<file path="src/rtl/adc_fmt_pkg.sv">
`timescale 1ns/1ps
package adc_fmt_pkg;

  typedef enum logic [1:0] {
    CM_BIN   = 2'b00,
    CM_GRAY  = 2'b01,
    CM_DBIN  = 2'b10,
    CM_DGRAY = 2'b11
  } code_mode_e;

  // Reflected binary code of a zero-extended word.
  function automatic logic [31:0] gray_of(input logic [31:0] v);
    return v ^ (v >> 1);
  endfunction

  // Clamp code from its setting.
  function automatic logic [31:0] clamp_of(input logic [31:0] sel,
                                           input int unsigned base,
                                           input int unsigned step);
    return base + sel * step;
  endfunction

endpackage

</file>
<file path="src/rtl/adc_fmt_refpos.sv">
`timescale 1ns/1ps
module adc_fmt_refpos #(
  parameter int CNT_W    = 4,
  parameter int REF_BASE = 3
) (
  input  logic       clk,
  input  logic       rst_n,
  input  logic       black_pulse,
  input  logic       black_neg,
  input  logic [1:0] ref_pos,
  output logic       ref_next
);

  localparam logic [CNT_W-1:0] CNT_MAX = {CNT_W{1'b1}};

  logic             bp_pos, bp_neg, sel_q, sel, rise;
  logic [CNT_W-1:0] cnt, cnt_nxt, first;

  always_ff @(posedge clk or negedge rst_n) begin
    if (!rst_n) bp_pos <= 1'b0;
    else        bp_pos <= black_pulse;
  end

  always_ff @(negedge clk or negedge rst_n) begin
    if (!rst_n) bp_neg <= 1'b0;
    else        bp_neg <= black_pulse;
  end

  assign sel  = black_neg ? bp_neg : bp_pos;
  assign rise = sel & ~sel_q;

  always_comb begin
    if (rise)                cnt_nxt = CNT_W'(1);
    else if (cnt == CNT_MAX) cnt_nxt = CNT_MAX;
    else                     cnt_nxt = cnt + CNT_W'(1);
  end

  assign first    = CNT_W'(REF_BASE) + CNT_W'(ref_pos);
  assign ref_next = (cnt_nxt == first) || (cnt_nxt == first + CNT_W'(1));

  always_ff @(posedge clk or negedge rst_n) begin
    if (!rst_n) begin
      sel_q <= 1'b0;
      cnt   <= CNT_MAX;
    end else begin
      sel_q <= sel;
      cnt   <= cnt_nxt;
    end
  end

endmodule

</file>
<file path="src/rtl/adc_fmt_encode.sv">
`timescale 1ns/1ps
module adc_fmt_encode
  import adc_fmt_pkg::*;
#(
  parameter int DATA_W = 12
) (
  input  logic              clk,
  input  logic              rst_n,
  input  logic [DATA_W-1:0] s_in,
  input  logic [DATA_W-1:0] h2_in,
  input  logic              is_ref,
  input  logic              pb_act,
  input  logic [1:0]        mode,
  input  logic              inv_msb,
  input  logic              inv_lsb,
  input  logic [DATA_W-1:0] clamp_code,
  output logic [DATA_W-1:0] fmt_q
);

  code_mode_e        m;
  logic [DATA_W-1:0] delta, pick, coded, flip_mask, flipped, nxt;
  logic [31:0]       g_w;
  logic              diff_on;

  always_comb begin
    m         = code_mode_e'(mode);
    diff_on   = (m == CM_DBIN) || (m == CM_DGRAY);
    delta     = s_in - h2_in;
    pick      = (diff_on && !is_ref) ? delta : s_in;
    g_w       = gray_of(32'(pick));
    coded     = (m == CM_GRAY || m == CM_DGRAY) ? g_w[DATA_W-1:0] : pick;
    flip_mask = {inv_msb, {(DATA_W-1){inv_lsb}}};
    flipped   = coded ^ flip_mask;
    nxt       = pb_act ? clamp_code : flipped;
  end

  always_ff @(posedge clk or negedge rst_n) begin
    if (!rst_n) fmt_q <= '0;
    else        fmt_q <= nxt;
  end

endmodule

</file>
<file path="src/rtl/adc_fmt_delay.sv">
`timescale 1ns/1ps
module adc_fmt_delay #(
  parameter int DATA_W = 12,
  parameter int DEPTH  = 10
) (
  input  logic              clk,
  input  logic              rst_n,
  input  logic [DATA_W-1:0] d_in,
  output logic [DATA_W-1:0] d_out
);

  logic [DATA_W-1:0] stg [DEPTH];

  for (genvar i = 0; i < DEPTH; i++) begin : g_stage
    always_ff @(posedge clk or negedge rst_n) begin
      if (!rst_n)      stg[i] <= '0;
      else if (i == 0) stg[i] <= d_in;
      else             stg[i] <= stg[(i == 0) ? 0 : i-1];
    end
  end

  assign d_out = stg[DEPTH-1];

endmodule

</file>
<file path="src/rtl/adc_code_fmt.sv">
`timescale 1ns/1ps
module adc_code_fmt
  import adc_fmt_pkg::*;
#(
  parameter int DATA_W     = 12,
  parameter int LATENCY    = 12,
  parameter int CLAMP_W    = 5,
  parameter int CLAMP_BASE = 56,
  parameter int CLAMP_STEP = 8,
  parameter int CNT_W      = 4,
  parameter int REF_BASE   = 3
) (
  input  logic               clk,
  input  logic               rst_n,
  input  logic [DATA_W-1:0]  sample_in,
  input  logic               black_pulse,
  input  logic               black_neg,
  input  logic [1:0]         ref_pos,
  input  logic [1:0]         code_mode,
  input  logic               inv_msb,
  input  logic               inv_lsb,
  input  logic               preblank,
  input  logic               pb_active_low,
  input  logic [CLAMP_W-1:0] clamp_sel,
  input  logic               oe_n,
  input  logic               standby,
  output logic [DATA_W-1:0]  data_out,
  output logic               data_oe
);

  // Capture stage and formatting stage take two of the clocks.
  localparam int TAIL = LATENCY - 2;

  logic [DATA_W-1:0] s1, h1, h2, fmt_q, clamp_code;
  logic              pb1, ref1, ref_next;
  logic [31:0]       clamp_w;

  adc_fmt_refpos #(.CNT_W(CNT_W), .REF_BASE(REF_BASE)) u_refpos (
    .clk(clk), .rst_n(rst_n), .black_pulse(black_pulse),
    .black_neg(black_neg), .ref_pos(ref_pos), .ref_next(ref_next)
  );

  always_ff @(posedge clk or negedge rst_n) begin
    if (!rst_n) begin
      s1 <= '0; h1 <= '0; h2 <= '0; pb1 <= 1'b0; ref1 <= 1'b0;
    end else begin
      s1   <= sample_in;
      h1   <= s1;
      h2   <= h1;
      pb1  <= preblank ^ pb_active_low;
      ref1 <= ref_next;
    end
  end

  assign clamp_w    = clamp_of(32'(clamp_sel), CLAMP_BASE, CLAMP_STEP);
  assign clamp_code = clamp_w[DATA_W-1:0];

  adc_fmt_encode #(.DATA_W(DATA_W)) u_encode (
    .clk(clk), .rst_n(rst_n), .s_in(s1), .h2_in(h2), .is_ref(ref1),
    .pb_act(pb1), .mode(code_mode), .inv_msb(inv_msb), .inv_lsb(inv_lsb),
    .clamp_code(clamp_code), .fmt_q(fmt_q)
  );

  adc_fmt_delay #(.DATA_W(DATA_W), .DEPTH(TAIL)) u_delay (
    .clk(clk), .rst_n(rst_n), .d_in(fmt_q), .d_out(data_out)
  );

  assign data_oe = ~(oe_n | standby);

endmodule

</file>
<file path="config.mk">
export PLATFORM = sky130hd
export DESIGN_NAME = adc_code_fmt
export DESIGN_NICKNAME = d
export VERILOG_FILES = /design/src/rtl/adc_fmt_pkg.sv /design/src/rtl/adc_fmt_refpos.sv /design/src/rtl/adc_fmt_encode.sv /design/src/rtl/adc_fmt_delay.sv /design/src/rtl/adc_code_fmt.sv
export SDC_FILE = /design/constraint.sdc
export NUM_CORES = 1
export LEC_CHECK = 0
export BUFFER_PORTS_ARGS = -buffer_cell sky130_fd_sc_hd__buf_2
export CAP_MARGIN = 0
export CORE_MARGIN = 3
export CORE_UTILIZATION = 25
export CTS_CLUSTER_SIZE = 28
export DETAILED_ROUTE_END_ITERATION = 7
export PLACE_DENSITY = 0.43
export RECOVER_POWER = 100
export SLEW_MARGIN = 20
export SYNTH_ARGS = -nofsm -noshare
export SYNTH_HDL_FRONTEND = slang
export SYNTH_SLANG_ARGS = --single-unit
</file>
<file path="constraint.sdc">
create_clock -name clk -period 3.1 [get_ports clk]
set_input_delay 0.31 -clock clk [delete_from_list [all_inputs] [get_ports clk]]
set_output_delay 0.31 -clock clk [all_outputs]
set_load 0.02 [all_outputs]
</file>
After elaboration in Yosys (flattened, before gate mapping)
Cells that the tools add are included.
Widths: inputs -> output; s select.
- register bits after elaboration: 177
- input port bits: 31
- output and inout bits: 13
- word-level logic and storage cells: 49
- add/sub/neg operators: 5
- eq/ne operators: 6
- multiplexer cells: 6
- bitwise operators: 7
- reduce and logical (&&, ||, !) cells: 5
- operator list (operator ; count):
    $mux 12 ; 3
    $sub 12x12->12 ; 1
    $xor 12x11->12 ; 1
    $xor 12x12->12 ; 1
    $add 6x8->9 const A ; 1
    $add 4x1->4 const B ; 2
    $eq 4x4->1 ; 2
    $mux 4 ; 2
    $eq 2x2->1 const B ; 2
    $eq 4x4->1 const B ; 1
    $add 2x2->3 const A ; 1
    $logic_or 1x1->1 ; 3
    $eq 2x1->1 const B ; 1
    $not 1->1 ; 2
    $and 1x1->1 ; 1
    $logic_and 1x1->1 ; 1
    $logic_not 1->1 ; 1
    $mux 1 ; 1
    $or 1x1->1 ; 1
    $xor 1x1->1 ; 1

Logic depth before layout (Yosys ltp)
Gate-level depths: netlist (run 1).
- depth in word-level cells: 8
- gate-level depth with buffers: 11
- depth with buffers taken out: 11

Cells and area by module
From an unflattened synthesis (run 1), not the netlist that was laid out.
- cell total of the unflattened synthesis: 417
- area total of the unflattened synthesis: 6162.2 sq um
- modules (own cells, without submodules) (module ; times used ; cells each ; area each (sq um) ; sequential area each (sq um)):
    adc_fmt_delay ; 1 ; 132 ; 3093.0 ; 3002.9
    adc_fmt_encode ; 1 ; 181 ; 1505.2 ; 300.3
    adc_code_fmt ; 1 ; 53 ; 1043.5 ; 950.9
    adc_fmt_refpos ; 1 ; 51 ; 520.5 ; 180.2

==> flow_summary.ini, run 1 <==
[hold_path]
min_from = preblank
min_path_type = primary input to flop

[synthesis]
ys_types = 54
yosys_warnings = 0
ys_async_sr_fraction = 1.00
synthesis.area_um2 = 5970
syn_area_per_cell_um2 = 15.2
synth_edf_count = 0
seq_area_frac_synth = 0.743
ys_ff_latch = 177
ys.flop_type = dfrtp_1
syn_inst = 392
synth.net_count = 439

[sta]
worst_slack_ns = -0.0141
clock_skew_ns = 0.0242
rsz0062_at_grt = true
tightest_slew_ns = 1.39
report.final.slew_viol_count = 0
slew_headroom = 0.0735
setup_viol = 1
finalHoldViolations = 0

[die]
die_y_um = 161
core_um2 = 23100
io_pins = 44
start_util = 0.259
dieArea_um2 = 25800
num_rows = 55
die_w_um = 161

[clock_network]
clkLatencyLatePin_ns = 0.42
clock_tree.buffer_depth = 2
clk_pin_slew_ns = 0.07
cts_root_buffer = clkbuf_16
cts.sinks = 177
cts_tree = done
htree_num_levels = 4
cts_buffers = 17

[power_and_ir_drop]
p_clk_frac = 0.368
switchingPower_mw = 1.48
combPwrFrac = 0.113
internal_power_mw = 4.19
seqPwrFrac = 0.519
p_sw_frac = 0.261
power_density_nw_per_um2 = 786
ir_drop_v = 0.000317
leakage_nw = 3.35

[setup_path]
cp.required_ns = 3.43
cp.arrival_ns = 3.45
critical_path.max_fanout = 3
critical_path.top_delay_family = compound AO/OA/AOI/OAI gates
cp_slowest_stage_delay_ns = 0.34
crit_path_end_kind = flop
cp.buffers_inverters = 1
crit_type = flop to flop
reg2reg_from = u_refpos.bp_neg
crit_chain = mux2i_2, buf_4, o211ai_1, nand2b_4, o32a_1, o22ai_1
crit_start = u_refpos.bp_neg
slowest_stage = o32a_1
worstSetupStartpointType = flop

[finish]
postLayoutCellArea_um2 = 7200
syn_to_final_growth_pct = 20.7
drive_gt1_frac = 0.165
nets = 500
layout_common_cells = dfrtp_1, buf_2, inv_1, nand2_1, clkbuf_16
finish.utilization = 0.312
final_common_cell = dfrtp_1
antenna_cells = 0

[global_route]
grt_max_degree = 164
track_usage = 0.0739
grt-ovfl-total = 0
antenna_found_initial = 1
grt_pass1_vias = 3013
grt_pass1_wl_um = 14900

[detailed_routing]
avgRoutedWirePerCell_um = 11.1
dr.pass1.iters = 4
drc = 0
via_per_inst = 3.73
drtIter0Drc = 149
wl_um = 8650
drtAntennaViolNets = 0
vias = 2906

[placement]
place_area_um2 = 6490
hpwl_um = 5420
gp_congestion = 0.766
port_buffers = 43

[flow_run]
drv_cap = 0

[status]
status = finished with violations
violations = setup timing
-- synthesized netlist by cell type, drive strengths merged, types with 5 or more instances --
library cell  number  share of area
mux2i              9          0.015
nor2b              6         0.0063
ha                15          0.031
nand2             21          0.013
nand3              6         0.0050
o21ai             11         0.0099
a21o               5         0.0063
inv               22          0.014
xor2              11          0.016
xnor2             16          0.025
a21oi             11         0.0099
dfrtp            172           0.72
buf               17          0.020
nor2              11         0.0069
-- path summary, 6_finish.rpt --
kind / end / slack, ns / cells past startpoint
hold reg to reg: u_delay.stg[43] / 0.34 / 0
max in group asynchronous: u_refpos.bp_neg / 0.50 / 2
min in group asynchronous: u_delay.stg[33] / 0.55 / 2
setup reg to reg: ref1 / -0.01 / 6
hold / removal: pb1 / 0.08 / 2
setup / recovery: ref1 / -0.01 / 6
-- power by group through the flow --
stage	registers (mW)	logic, mW	clock network, mW
finish	2.94	0.639	2.08
global route	3.00	0.712	2.27
CTS	2.95	0.666	2.17
detailed placement	2.99	0.640	0
global placement	2.96	0.617	0
floorplan	2.94	0.510	0
-- metal layers --
| layer | track usage | share of wire | vias up |
|---|---|---|---|
| li1 | - | - | 1419 |
| met1 | 0.0963 | 0.48 | 1419 |
| met2 | 0.107 | 0.45 | 52 |
| met3 | 0.0338 | 0.050 | 14 |
| met4 | 0.0296 | 0.017 | 2 |
| met5 | 0 | 0.0010 | - |
-- cell families (layout without fill, tap and decap cells) --
family / count (synthesis) / in the layout / synth area share
compound gates: 57 / 57 / 0.0694
xor+xnor: 30 / 30 / 0.0524
buf+inv: 41 / 115 / 0.0352
simple gates: 62 / 62 / 0.0501
fa+ha+maj: 16 / 16 / 0.0348
mux: 9 / 9 / 0.0151
flops: 177 / 177 / 0.743
-- state kept, by name, summed over array words and instances, names as in the netlist --
| register | count |
|---|---|
| pb1 | 1 |
| s1 | 12 |
| u_refpos.bp_neg | 1 |
| h1 | 12 |
| u_refpos.cnt | 4 |
| u_delay.d_out | 12 |
| u_delay.stg | 108 |
| u_refpos.sel_q | 1 |
| u_encode.fmt_q | 12 |
| h2 | 12 |
| ref1 | 1 |
| u_refpos.bp_pos | 1 |
-- metrics by stage --
step | instances | hold WS, ns | TNS (ns) | setup WS (ns) | total power, mW
final | 779 | 0.0794 | -0.0141 | -0.0141 | 5.66
after global routing | 779 | 0.0688 | -0.0156 | -0.0156 | 5.99
after CTS | 779 | 0.0674 | 0 | 0.00498 | 5.78
after detailed placement | 732 | 0.152 | -0.0547 | -0.0547 | 3.63
after global placement | 732 | 0.156 | 0 | 0.0544 | 3.58
after floorplan | 392 | 0.0144 | 0 | 0.0503 | 3.45
-- final cells by class --
type	count	area, um^2
Timing Repair Buffer	61	367
Clock inverter	13	138
Tap cell	313	392
Clock buffer	19	453
Fill cell	2304	15900
Multi-Input combinational cell	174	1340
Inverter	22	82.6
Sequential cell	177	4430
-- what timing repair did --
item                                   in CTS  in global routing
setup endpoints to repair                   1                  1
resized for setup                           3                  1
cloned                                      0                  0
hold buffers                               14                  0
buffers inserted                            1                  0
endpoints found under the hold margin      26                  0
pin swaps                                   1                  1
Power figures use the tool's default switching activity.
==> run 2: changes to the inputs <==
--- a/config.mk
+++ b/config.mk
@@ -5,6 +5,7 @@
 export SDC_FILE = /design/constraint.sdc
 export NUM_CORES = 1
 export LEC_CHECK = 0
+export ABC_AREA = 1
 export BUFFER_PORTS_ARGS = -buffer_cell sky130_fd_sc_hd__buf_2
 export CAP_MARGIN = 0
 export CORE_MARGIN = 3
==> run 2 against run 1 <==
The run ends with capacitance limit, slew limit left; critical path depth increased by 2; sequential power fell by 3%; clock skew rose by 0.0022 ns; utilization fell by 0.63 points.
==> flow_summary.ini, run 2 <==
[status]
status = finished with violations
violations = capacitance limit, slew limit

[die]
die_w_um = 164
start_util = 0.255
num_rows = 57
dieArea_um2 = 26800
die_y_um = 164
io_pins = 44
core_um2 = 24400

[placement]
hpwl_um = 6810
placed_cells = 876
gp_congestion = 0.801
port_buffers = 43

[finish]
drive_gt1_frac = 0.155
layout_common_cells = dfrtp_1, nand2_1, inv_1, nand3_1, buf_2
largest_reg_flops = 108
finalNonFillerCells = 925
nets = 633
syn_to_final_growth_pct = 20.1
final_common_cell = dfrtp_1
fill_cells = 2535
largest_register = u_delay.stg

[setup_path]
crit_chain = nand2_1, o21ai_2, nand2_2, nand3b_1, o21ai_0, a31oi_1, nand4_1, o21ai_2
critical_path.max_fanout = 4
cp_common_cell = o21ai_2
rr_worst_depth = 8
cp.required_ns = 3.45
reg2reg_from = u_refpos.bp_neg
slowest_stage = dfrtn_1
crit_type = flop to flop
cp.arrival_ns = 3.30
crit_path_end_kind = flop
rrSetupSlack_ns = 0.15
worstSetupStartpointType = flop
r2r_end = ref1
cp_slowest_stage_delay_ns = 0.39

[hold_path]
min_path_type = primary input to flop
worstHoldEndpoint = pb1
min_from = preblank
whs_path_depth = 2

[clock_network]
clk_pin_slew_ns = 0.07
cts.sinks = 177
cts_buffers = 17
cts_root_buffer = clkbuf_16
clock_tree.buffer_depth = 2
htree_num_levels = 4
cts_tree = done
clkLatencyLatePin_ns = 0.42

[sta]
setup_viol = 0
slew_headroom = -0.208
clock_skew_ns = 0.0265
finalHoldViolations = 0
report.final.slew_viol_count = 78
rsz0062_at_grt = false
tightest_slew_ns = 1.81
fin_tns_setup_ns = 0

[global_route]
grt_pass1_wl_um = 16800
grt_pass1_vias = 3493
antenna_found_initial = 2
track_usage = 0.0807
grt-ovfl-total = 0
grt_max_degree = 78

[detailed_routing]
drtIter0Drc = 203
avgRoutedWirePerCell_um = 10.8
via_per_inst = 3.82
drtAntennaViolNets = 0
drc = 0
vias = 3533
wl_um = 9980
dr.pass1.iters = 5

[synthesis]
synth.area.top_cells = dfrtp_1, nand2_1, inv_1
synth.net_count = 571
syn_area_per_cell_um2 = 11.9
ys_ff_latch = 177
synth_area_leader_cell = dfrtp_1
syn_inst = 524
synth_top_area_frac = 0.692
ys.flop_type = dfrtp_1
yosys_warnings = 0
synthesis.area_um2 = 6220
synth_commonest_cells = dfrtp_1, nand2_1, inv_1, nand3_1, nor2_1
ys_types = 34
ys_async_sr_fraction = 1.00
yosysMostFrequentCell = dfrtp_1
synth_edf_count = 0
seq_area_frac_synth = 0.713

[flow_run]
drv_cap = 1

[power_and_ir_drop]
leakage_nw = 3.71
power_density_nw_per_um2 = 760
ir_drop_v = 0.000361
-- run 2: cell types whose count changed in the layout (fill, tap and decap cells not counted), moves of 9 or more --
cell | previous run | this run
nor2_1 | 11 | 24
nand2_1 | 21 | 119
or2_2 | 0 | 9
xnor2_1 | 15 | 4
nand3_1 | 6 | 43
inv_1 | 22 | 58
-- run 2: area by class of cell --
cell class,count,area (um^2),share of cell area
clock inverters,15,189,0.0253
well taps,324,405,0.0543
flip-flops and latches,177,4430,0.594
inverters,61,229,0.0307
clock buffers,17,425,0.0570
multi-input cells,269,1420,0.190
repair buffers,60,362,0.0484
diodes,2,5.00,0.000670
-- run 2: kinds of logic after synthesis --
kind of cell / Yosys count / share of synthesized area
xor+xnor: 11 / 0.0155
flops: 177 / 0.713
simple gates: 217 / 0.159
buf+inv: 78 / 0.0568
fa+ha+maj: 16 / 0.0334
compound gates: 25 / 0.0225
-- run 2: worst max-delay path by stage --
| stage | start | end | slack, ns | cells after the start |
|---|---|---|---|---|
| 2_1_floorplan | u_refpos.bp_neg | ref1 | 0.36 | 8 |
| 3_3_place_gp | u_refpos.bp_neg | ref1 | 0.28 | 8 |
| 3_5_place_dp | u_refpos.bp_neg | ref1 | 0.05 | 8 |
| 4_1_cts | u_refpos.bp_neg | ref1 | 0.07 | 8 |
| 5_1_grt | u_refpos.bp_neg | ref1 | 0.04 | 8 |
| 6_report | u_refpos.bp_neg | ref1 | 0.15 | 8 |
-- run 2: per-stage QoR --
step           setup slack, ns  hold slack [ns]   util  area (um^2)  total power [mW]
2_1_floorplan            0.359           0.0144      -         6220              3.37
3_3_place_gp             0.281            0.259  0.276         6740              3.51
3_5_place_dp            0.0538            0.265  0.276         6740              3.56
4_1_cts                 0.0738           0.0415  0.307         7490              5.78
5_1_grt                 0.0430           0.0405  0.306         7470              6.01
6_report                 0.150           0.0607  0.306         7470              5.67
-- run 2: critical path: cells and delay by family, from the launching register on --
| family | cells | cell delay [ns] |
|---|---|---|
| compound gates | 4 | 0.48 |
| simple gates | 4 | 0.48 |
| flops | 1 | 0.39 |
-- run 2: timing repair --
item	CTS	global route
endpoints found under the setup margin	0	1
buffers inserted	0	1
hold endpoints to repair	56	0
resized for setup	0	4
hold buffers	14	0
-- run 2: routing by layer --
layer / vias up / track usage / wire, um / share of wire
met5: - / 0 / 0 / 0
met4: 0 / 0.0438 / 324 / 0.032
met3: 21 / 0.0280 / 412 / 0.041
met2: 56 / 0.128 / 4910 / 0.49
met1: 1703 / 0.0964 / 4340 / 0.43
li1: 1753 / - / - / -
-- run 2: power by group --
part	switching, mW	internal (mW)	total [mW]
sequential	0.112	2.73	2.84
clock	0.997	1.16	2.16
combinational	0.440	0.237	0.677
total	1.55	4.12	5.67
